===== src/rtl/muldiv_pkg.sv =====
// Shared types for the multiply-divide unit.
// Assumes: op code bit positions are fixed as listed below.
package muldiv_pkg;
    typedef enum logic [1:0] {
        ST_IDLE = 2'd0,
        ST_MUL  = 2'd1,
        ST_DIV  = 2'd2,
        ST_FIN  = 2'd3
    } md_state_e;

    localparam int OPC_DIV_BIT = 1;
    localparam int OPC_SGN_BIT = 0;
endpackage


===== src/rtl/muldiv_operand_prep.sv =====
// Turns one operand into magnitude plus sign flag.
// Assumes: in unsigned mode the sign flag is 0 and the magnitude is the input.
// The most negative value keeps its bit pattern, which is its correct unsigned magnitude.
module muldiv_operand_prep #(
    parameter int WIDTH = 32
) (
    input  logic [WIDTH-1:0] value,
    input  logic             is_signed,
    output logic [WIDTH-1:0] magnitude,
    output logic             negative
);
    // sign detect and conditional negate
    always_comb begin
        negative  = is_signed & value[WIDTH-1];
        magnitude = negative ? -value : value;
    end
endmodule


===== src/rtl/muldiv_divider.sv =====
// Restoring shift-subtract divider on unsigned magnitudes, one quotient bit per step.
// Assumes: load and step are never high together; exactly WIDTH steps follow a load.
// With a zero divisor every trial succeeds, giving quotient all ones and remainder = dividend.
module muldiv_divider #(
    parameter int WIDTH = 32
) (
    input  logic             clk,
    input  logic             rst_n,
    input  logic             load,
    input  logic             step,
    input  logic [WIDTH-1:0] dividend,
    input  logic [WIDTH-1:0] divisor,
    output logic [WIDTH-1:0] quotient,
    output logic [WIDTH-1:0] remainder,
    output logic             last
);
    localparam int CW = (WIDTH > 1) ? $clog2(WIDTH) : 1;

    logic [WIDTH-1:0] quo_q;
    logic [WIDTH-1:0] part_q;
    logic [WIDTH-1:0] dsr_q;
    logic [CW-1:0]    cnt_q;
    logic [WIDTH:0]   shifted;
    logic [WIDTH-1:0] sub_res;
    logic             fits;

    // trial subtraction of divisor from shifted partial remainder
    always_comb begin
        shifted = {part_q, quo_q[WIDTH-1]};
        fits    = shifted >= {1'b0, dsr_q};
        sub_res = shifted[WIDTH-1:0] - dsr_q;
    end

    // iteration registers: quotient shifts in, partial remainder restores on failure
    always_ff @(posedge clk) begin
        if (!rst_n) begin
            quo_q  <= '0;
            part_q <= '0;
            dsr_q  <= '0;
            cnt_q  <= '0;
        end else if (load) begin
            quo_q  <= dividend;
            part_q <= '0;
            dsr_q  <= divisor;
            cnt_q  <= '0;
        end else if (step) begin
            quo_q  <= {quo_q[WIDTH-2:0], fits};
            part_q <= fits ? sub_res : shifted[WIDTH-1:0];
            cnt_q  <= cnt_q + 1'b1;
        end
    end

    // final step marker and result outputs
    always_comb begin
        last      = step && (cnt_q == CW'(WIDTH - 1));
        quotient  = quo_q;
        remainder = part_q;
    end
endmodule


===== src/rtl/muldiv_sign_fix.sv =====
// Applies operand signs to the magnitude product, quotient and remainder.
// Assumes: sign flags are 0 for unsigned operations. The quotient is left
// unchanged on a zero divisor, so it stays all ones.
module muldiv_sign_fix #(
    parameter int WIDTH = 32
) (
    input  logic [2*WIDTH-1:0] mag_prod,
    input  logic [WIDTH-1:0]   mag_quo,
    input  logic [WIDTH-1:0]   mag_rem,
    input  logic               neg_a,
    input  logic               neg_b,
    input  logic               div_zero,
    output logic [WIDTH-1:0]   mul_hi,
    output logic [WIDTH-1:0]   mul_lo,
    output logic [WIDTH-1:0]   div_quo,
    output logic [WIDTH-1:0]   div_rem
);
    logic [2*WIDTH-1:0] prod_s;

    // signed result assembly
    always_comb begin
        prod_s  = (neg_a ^ neg_b) ? -mag_prod : mag_prod;
        mul_hi  = prod_s[2*WIDTH-1:WIDTH];
        mul_lo  = prod_s[WIDTH-1:0];
        div_quo = ((neg_a ^ neg_b) && !div_zero) ? -mag_quo : mag_quo;
        div_rem = neg_a ? -mag_rem : mag_rem;
    end
endmodule


===== src/rtl/muldiv_result_regs.sv =====
// HI/LO result pair and the move-from read port.
// Assumes: busy is high from the cycle after acceptance up to and including the
// completion cycle. A read seen while busy is parked and served once idle.
module muldiv_result_regs #(
    parameter int WIDTH = 32
) (
    input  logic             clk,
    input  logic             rst_n,
    input  logic             wr_en,
    input  logic [WIDTH-1:0] wr_hi,
    input  logic [WIDTH-1:0] wr_lo,
    input  logic             busy,
    input  logic             rd_req,
    input  logic             rd_hi,
    output logic             rd_done,
    output logic [WIDTH-1:0] rd_data,
    output logic [WIDTH-1:0] hi_q,
    output logic [WIDTH-1:0] lo_q
);
    logic pend_v;
    logic pend_hi;
    logic take_v;
    logic take_hi;

    // merge a fresh request with a parked one
    always_comb begin
        take_v  = rd_req | pend_v;
        take_hi = rd_req ? rd_hi : pend_hi;
    end

    // result pair update on completion
    always_ff @(posedge clk) begin
        if (!rst_n) begin
            hi_q <= '0;
            lo_q <= '0;
        end else if (wr_en) begin
            hi_q <= wr_hi;
            lo_q <= wr_lo;
        end
    end

    // read service or hold-off
    always_ff @(posedge clk) begin
        if (!rst_n) begin
            rd_done <= 1'b0;
            rd_data <= '0;
            pend_v  <= 1'b0;
            pend_hi <= 1'b0;
        end else begin
            rd_done <= 1'b0;
            if (take_v && !busy) begin
                rd_done <= 1'b1;
                rd_data <= take_hi ? hi_q : lo_q;
                pend_v  <= 1'b0;
            end else if (take_v) begin
                pend_v  <= 1'b1;
                pend_hi <= take_hi;
            end
        end
    end
endmodule


===== src/rtl/muldiv_unit.sv =====
// Integer multiply-divide unit with a dedicated HI/LO result pair.
// Assumes: a multiply completes in one busy cycle, and a divide in WIDTH
// iteration cycles plus one sign-fix cycle. Strobes seen while busy are dropped.
module muldiv_unit #(
    parameter int WIDTH = 32
) (
    input  logic             clk,
    input  logic             rst_n,
    input  logic             op_valid,
    input  logic [1:0]       op_code,
    input  logic [WIDTH-1:0] op_a,
    input  logic [WIDTH-1:0] op_b,
    output logic             busy,
    input  logic             rd_req,
    input  logic             rd_hi,
    output logic             rd_done,
    output logic [WIDTH-1:0] rd_data
);
    import muldiv_pkg::*;

    md_state_e          state_q;
    logic [WIDTH-1:0]   mag_a, mag_b, mag_a_q, mag_b_q;
    logic               neg_a, neg_b, neg_a_q, neg_b_q, bzero_q;
    logic               accept, div_start, div_step, div_last;
    logic [WIDTH-1:0]   quo, rem;
    logic [2*WIDTH-1:0] mag_prod;
    logic [WIDTH-1:0]   mul_hi, mul_lo, div_quo, div_rem;
    logic               wr_en;
    logic [WIDTH-1:0]   wr_hi, wr_lo;
    logic [WIDTH-1:0]   hi_q, lo_q;

    muldiv_operand_prep #(.WIDTH(WIDTH)) u_prep_a (
        .value(op_a), .is_signed(op_code[OPC_SGN_BIT]),
        .magnitude(mag_a), .negative(neg_a));

    muldiv_operand_prep #(.WIDTH(WIDTH)) u_prep_b (
        .value(op_b), .is_signed(op_code[OPC_SGN_BIT]),
        .magnitude(mag_b), .negative(neg_b));

    // acceptance and divider control
    always_comb begin
        busy      = (state_q != ST_IDLE);
        accept    = op_valid && !busy;
        div_start = accept && op_code[OPC_DIV_BIT];
        div_step  = (state_q == ST_DIV);
    end

    muldiv_divider #(.WIDTH(WIDTH)) u_div (
        .clk(clk), .rst_n(rst_n), .load(div_start), .step(div_step),
        .dividend(mag_a), .divisor(mag_b),
        .quotient(quo), .remainder(rem), .last(div_last));

    // operand capture and sequencing
    always_ff @(posedge clk) begin
        if (!rst_n) begin
            state_q <= ST_IDLE;
            mag_a_q <= '0;
            mag_b_q <= '0;
            neg_a_q <= 1'b0;
            neg_b_q <= 1'b0;
            bzero_q <= 1'b0;
        end else begin
            case (state_q)
                ST_IDLE: if (accept) begin
                    mag_a_q <= mag_a;
                    mag_b_q <= mag_b;
                    neg_a_q <= neg_a;
                    neg_b_q <= neg_b;
                    bzero_q <= (op_b == '0);
                    state_q <= op_code[OPC_DIV_BIT] ? ST_DIV : ST_MUL;
                end
                ST_MUL:  state_q <= ST_IDLE;
                ST_DIV:  if (div_last) state_q <= ST_FIN;
                default: state_q <= ST_IDLE;
            endcase
        end
    end

    // magnitude product of captured operands
    always_comb begin
        mag_prod = {{WIDTH{1'b0}}, mag_a_q} * {{WIDTH{1'b0}}, mag_b_q};
    end

    muldiv_sign_fix #(.WIDTH(WIDTH)) u_fix (
        .mag_prod(mag_prod), .mag_quo(quo), .mag_rem(rem),
        .neg_a(neg_a_q), .neg_b(neg_b_q), .div_zero(bzero_q),
        .mul_hi(mul_hi), .mul_lo(mul_lo), .div_quo(div_quo), .div_rem(div_rem));

    // result selection on completion
    always_comb begin
        wr_en = (state_q == ST_MUL) || (state_q == ST_FIN);
        wr_hi = (state_q == ST_MUL) ? mul_hi : div_rem;
        wr_lo = (state_q == ST_MUL) ? mul_lo : div_quo;
    end

    muldiv_result_regs #(.WIDTH(WIDTH)) u_res (
        .clk(clk), .rst_n(rst_n), .wr_en(wr_en), .wr_hi(wr_hi), .wr_lo(wr_lo),
        .busy(busy), .rd_req(rd_req), .rd_hi(rd_hi),
        .rd_done(rd_done), .rd_data(rd_data), .hi_q(hi_q), .lo_q(lo_q));
endmodule


===== config.mk =====
export PLATFORM = sky130hd
export DESIGN_NAME = muldiv_unit
export DESIGN_NICKNAME = d
export VERILOG_FILES = /design/src/rtl/muldiv_pkg.sv /design/src/rtl/muldiv_operand_prep.sv /design/src/rtl/muldiv_divider.sv /design/src/rtl/muldiv_sign_fix.sv /design/src/rtl/muldiv_result_regs.sv /design/src/rtl/muldiv_unit.sv
export SDC_FILE = /design/constraint.sdc
export NUM_CORES = 2
export LEC_CHECK = 0
export BUFFER_PORTS_ARGS = -buffer_cell sky130_fd_sc_hd__buf_2
export CAP_MARGIN = 15
export CORE_ASPECT_RATIO = 1.5
export CORE_MARGIN = 2
export CORE_UTILIZATION = 35
export CTS_CLUSTER_DIAMETER = 100
export CTS_CLUSTER_SIZE = 24
export DETAILED_ROUTE_END_ITERATION = 8
export GPL_TIMING_DRIVEN = 0
export PLACE_DENSITY = 0.61
export SLEW_MARGIN = 20
export SYNTH_ARGS = -nofsm -noshare
export SYNTH_HDL_FRONTEND = slang
export SYNTH_SLANG_ARGS = --single-unit

===== constraint.sdc =====
create_clock -name clk -period 18 [get_ports clk]
set_input_delay 0.9 -clock clk [delete_from_list [all_inputs] [get_ports clk]]
set_output_delay 0.9 -clock clk [all_outputs]
set_load 0.1 [all_outputs]

==> results.yml <==
critical_path:
  crit_family: "adder cells"
  crit_type: "flop to flop"
  path_depth: 26
  slowest_stage: "o41ai_1"
  slowest_delay_ps: 1110
  r2r_cells: 26
  critPathRequiredTime_ps: 18400
  cp.arrival_ps: 12330
  crit_buf_inv: 4
  cp_max_fo: 11
  end_kind: "flop"
  cp_common_cell: "fa_1"
  crit_path_start_kind: "flop"
pwr:
  power.density_nw_per_um2: 119
  peakVddDrop_mv: 0.166
  p_leak_nw: 24.5
  total_power_mw: 6.36
global_route:
  track_usage: 0.298
  grt-busiest-layer: "met2"
  antenna_found_initial: 10
  grt_max_degree: 25
  grt_pass1_wl_mm: 313
  grt_use_met2: 0.532
  grt_pass1_vias: 45100
  gr-total-overflow: 0
  use_met3: 0.0371
  grtUsageMet1: 0.305
synthesis:
  synth.area.top_cells: "fa_1 (36%), dfxtp_1 (11%), ha_1 (7.5%)"
  synthFlopType: "dfxtp_1"
  netlist_area_um2: 50100
  yosys.area.top_type: "fa_1"
  synth-edff-count: 0
  synthDistinctLibCells: 104
  syn_avg_cell_area_um2: 8.50
  syn_inst: 5887
  yosys_warnings: 0
  synthArstFlopShare: 0
  synth.yosys.seq_area_share: 0.108
  synth_top_area_frac: 0.359
  synthesis.nets: 7157
  synth_seq_cells: 269
timing:
  maxSlewHeadroom: 0.122
  post-route-period-util: 0.663
  report.final.hold_viol_count: 0
  rsz0062_at_grt: "no"
  setup_tns_ps: 0
  max_freq_ghz: 0.0838
  final_max_slew_viol_count: 0
  worstMarginPinSlew_ps: 1320
  hold_ws_ps: 444
  fin_skew_ps: 44.3
  setup_viol: 0
  min_period_ps: 11930
routing:
  final_antenna_net_count: 0
  wirelength_mm: 218
  viasPerCell: 5.42
  dr.pass1.iters: 7
  drc: 0
  post_drt_wl_per_cell_um: 27.6
  via_count: 42900
  drt-initial-drc-count: 3138
floorplanning:
  start_util: 0.351
  fp.dieW_um: 313
  core_area_um2: 143000
  io-pin-count: 105
  die-area_um2: 146000
  die_h_um: 467
  row_count: 170
cells_and_area:
  fin_area_um2: 53400
  num-fill-cells: 14900
  drive_above_1_share: 0.0336
  nNetsFinal: 7277
  finalNonFillerCells: 7905
  area_delta_synth_final_pct: 6.66
cts:
  cts_resized: 0
  htree_levels: 1
  post-cts-setup-buffers: 0
  clkTransAtPathRegs_ps: 110
  cts_tree: "built"
  cts_hold_buf: 0
  cts.sinks: 269
  numCtsBuffers: 15
  root_buffer: "clkbuf_16"
  cts_buffer_depth: 3
  clock_latency_ps: 550
placed_design:
  placed_cells: 7882
  portBuffers: 103
  place_area_um2: 53000
  dp_hpwl_mm: 189
  gp_congestion: 1.09
worst_hold_path:
  hold_path_depth: 2
  hold_class: "flop to flop"
run_status:
  outcome: "finished clean"
flow_run:
  cap_viol_max_count: 0
==> metrics by stage <==
stage,setup slack [ps],utilization
6_report,6070,0.375
3_5_place_dp,6440,0.372
2_1_floorplan,9730,-
3_3_place_gp,6490,0.372
5_1_grt,5910,0.375
4_1_cts,6390,0.374
==> cell type report <==
cell class / instances / area, um2 / area share
Clock buffer: 15 / 375 / 0.00703
Clock inverter: 2 / 28.8 / 0.000539
Buffer: 349 / 1360 / 0.0255
Inverter: 960 / 3600 / 0.0675
Tap cell: 1892 / 2370 / 0.0443
Sequential cell: 269 / 5390 / 0.101
Multi-Input combinational cell: 4309 / 39700 / 0.744
Antenna cell: 6 / 15.0 / 0.000281
Timing Repair Buffer: 103 / 515 / 0.00965
==> cells in the final DEF, fill, tap and decap left out, types with 15 or more instances in the layout <==
cell         n
inv_1      959
fa_1       897
nand2_1    674
and2_1     588
nor2_1     400
clkbuf_1   307
ha_1       302
dfxtp_1    269
a21oi_1    254
a211oi_1   152
xnor2_1    144
o21ai_0    134
buf_2      120
xor2_1      96
nor3_1      68
mux2i_1     56
a21o_1      52
a221oi_1    34
a31oi_1     31
o31ai_1     29
nand3_1     27
or3_1       26
and3_1      23
nand4_1     23
o211ai_1    23
nor4_1      22
o21ai_1     21
o21a_1      16
o21bai_1    15
nand2b_1    15
clkbuf_16   15
==> sequential cells by signal, indices dropped and copies added, names as in the netlist, 2 cells and up <==
signal and count:
u_div.quotient 32, u_res.lo_q 32, u_div.remainder 32, u_res.hi_q 32
mag_a_q 32, u_div.dsr_q 32, mag_b_q 32, u_div.cnt_q 5
u_res.rd_data 32, state_q 2
==> logic make-up (layout without fill, tap and decap cells) <==
logic type      Yosys count  after routing  synth area share
simple gates           1939           1939             0.190
buf+inv                1309           1429            0.0989
fa+ha+maj              1199           1199             0.434
compound gates          874            874             0.116
flops                   269            269             0.108
xor+xnor                241            241            0.0422
mux                      56             56            0.0112
other cells               0              6                 0
==> where the power goes <==
group	total (mW)	internal (mW)	switching (mW)
Clock	0.372	0.155	0.217
Combinational	5.23	1.72	3.51
Sequential	0.755	0.651	0.104
==> tightest hold or removal path: cells and delay by family, from the launching register on <==
family	cells	cell delay (ps)
flip-flops	1	320
AND/OR/NAND/NOR	2	90
==> final timing paths <==
check                                    start  slack [ps]        endpoint
worst max-delay path                mag_a_q[0]        6070  u_res.hi_q[25]
worst max register to register      mag_a_q[0]        6070  u_res.hi_q[25]
worst min register to register  u_res.hi_q[25]         440  u_res.hi_q[25]
worst min-delay path            u_res.hi_q[25]         440  u_res.hi_q[25]
==> cell usage after synthesis (7+ instances only) <==
cell	number
or3_1	26
a21oi_1	254
nand2b_1	15
nor2b_1	11
mux2i_1	56
or4_1	10
a221oi_1	34
clkbuf_1	318
and2_1	588
nand3_1	27
o31a_1	7
inv_1	959
and3_1	23
a21o_1	52
a41oi_1	10
dfxtp_1	269
a211oi_1	152
o21ai_0	134
nand4_1	23
or2_2	7
fa_1	897
o21bai_1	15
buf_1	11
nor4_1	22
o41ai_1	11
o31ai_1	29
ha_1	302
nand2_1	674
a221o_1	7
a31oi_1	31
nor3_1	69
o211ai_1	23
buf_2	17
xor2_1	96
xnor2_1	145
o21ai_1	21
nor2_1	400
o21a_1	16
==> layer usage <==
metal,wire [um],share of wire
met5,30,0.00014
met1,73100,0.34
met3,11700,0.054
met2,108000,0.50
met4,25200,0.12
Note: power is estimated with default switching activity, not from simulation.
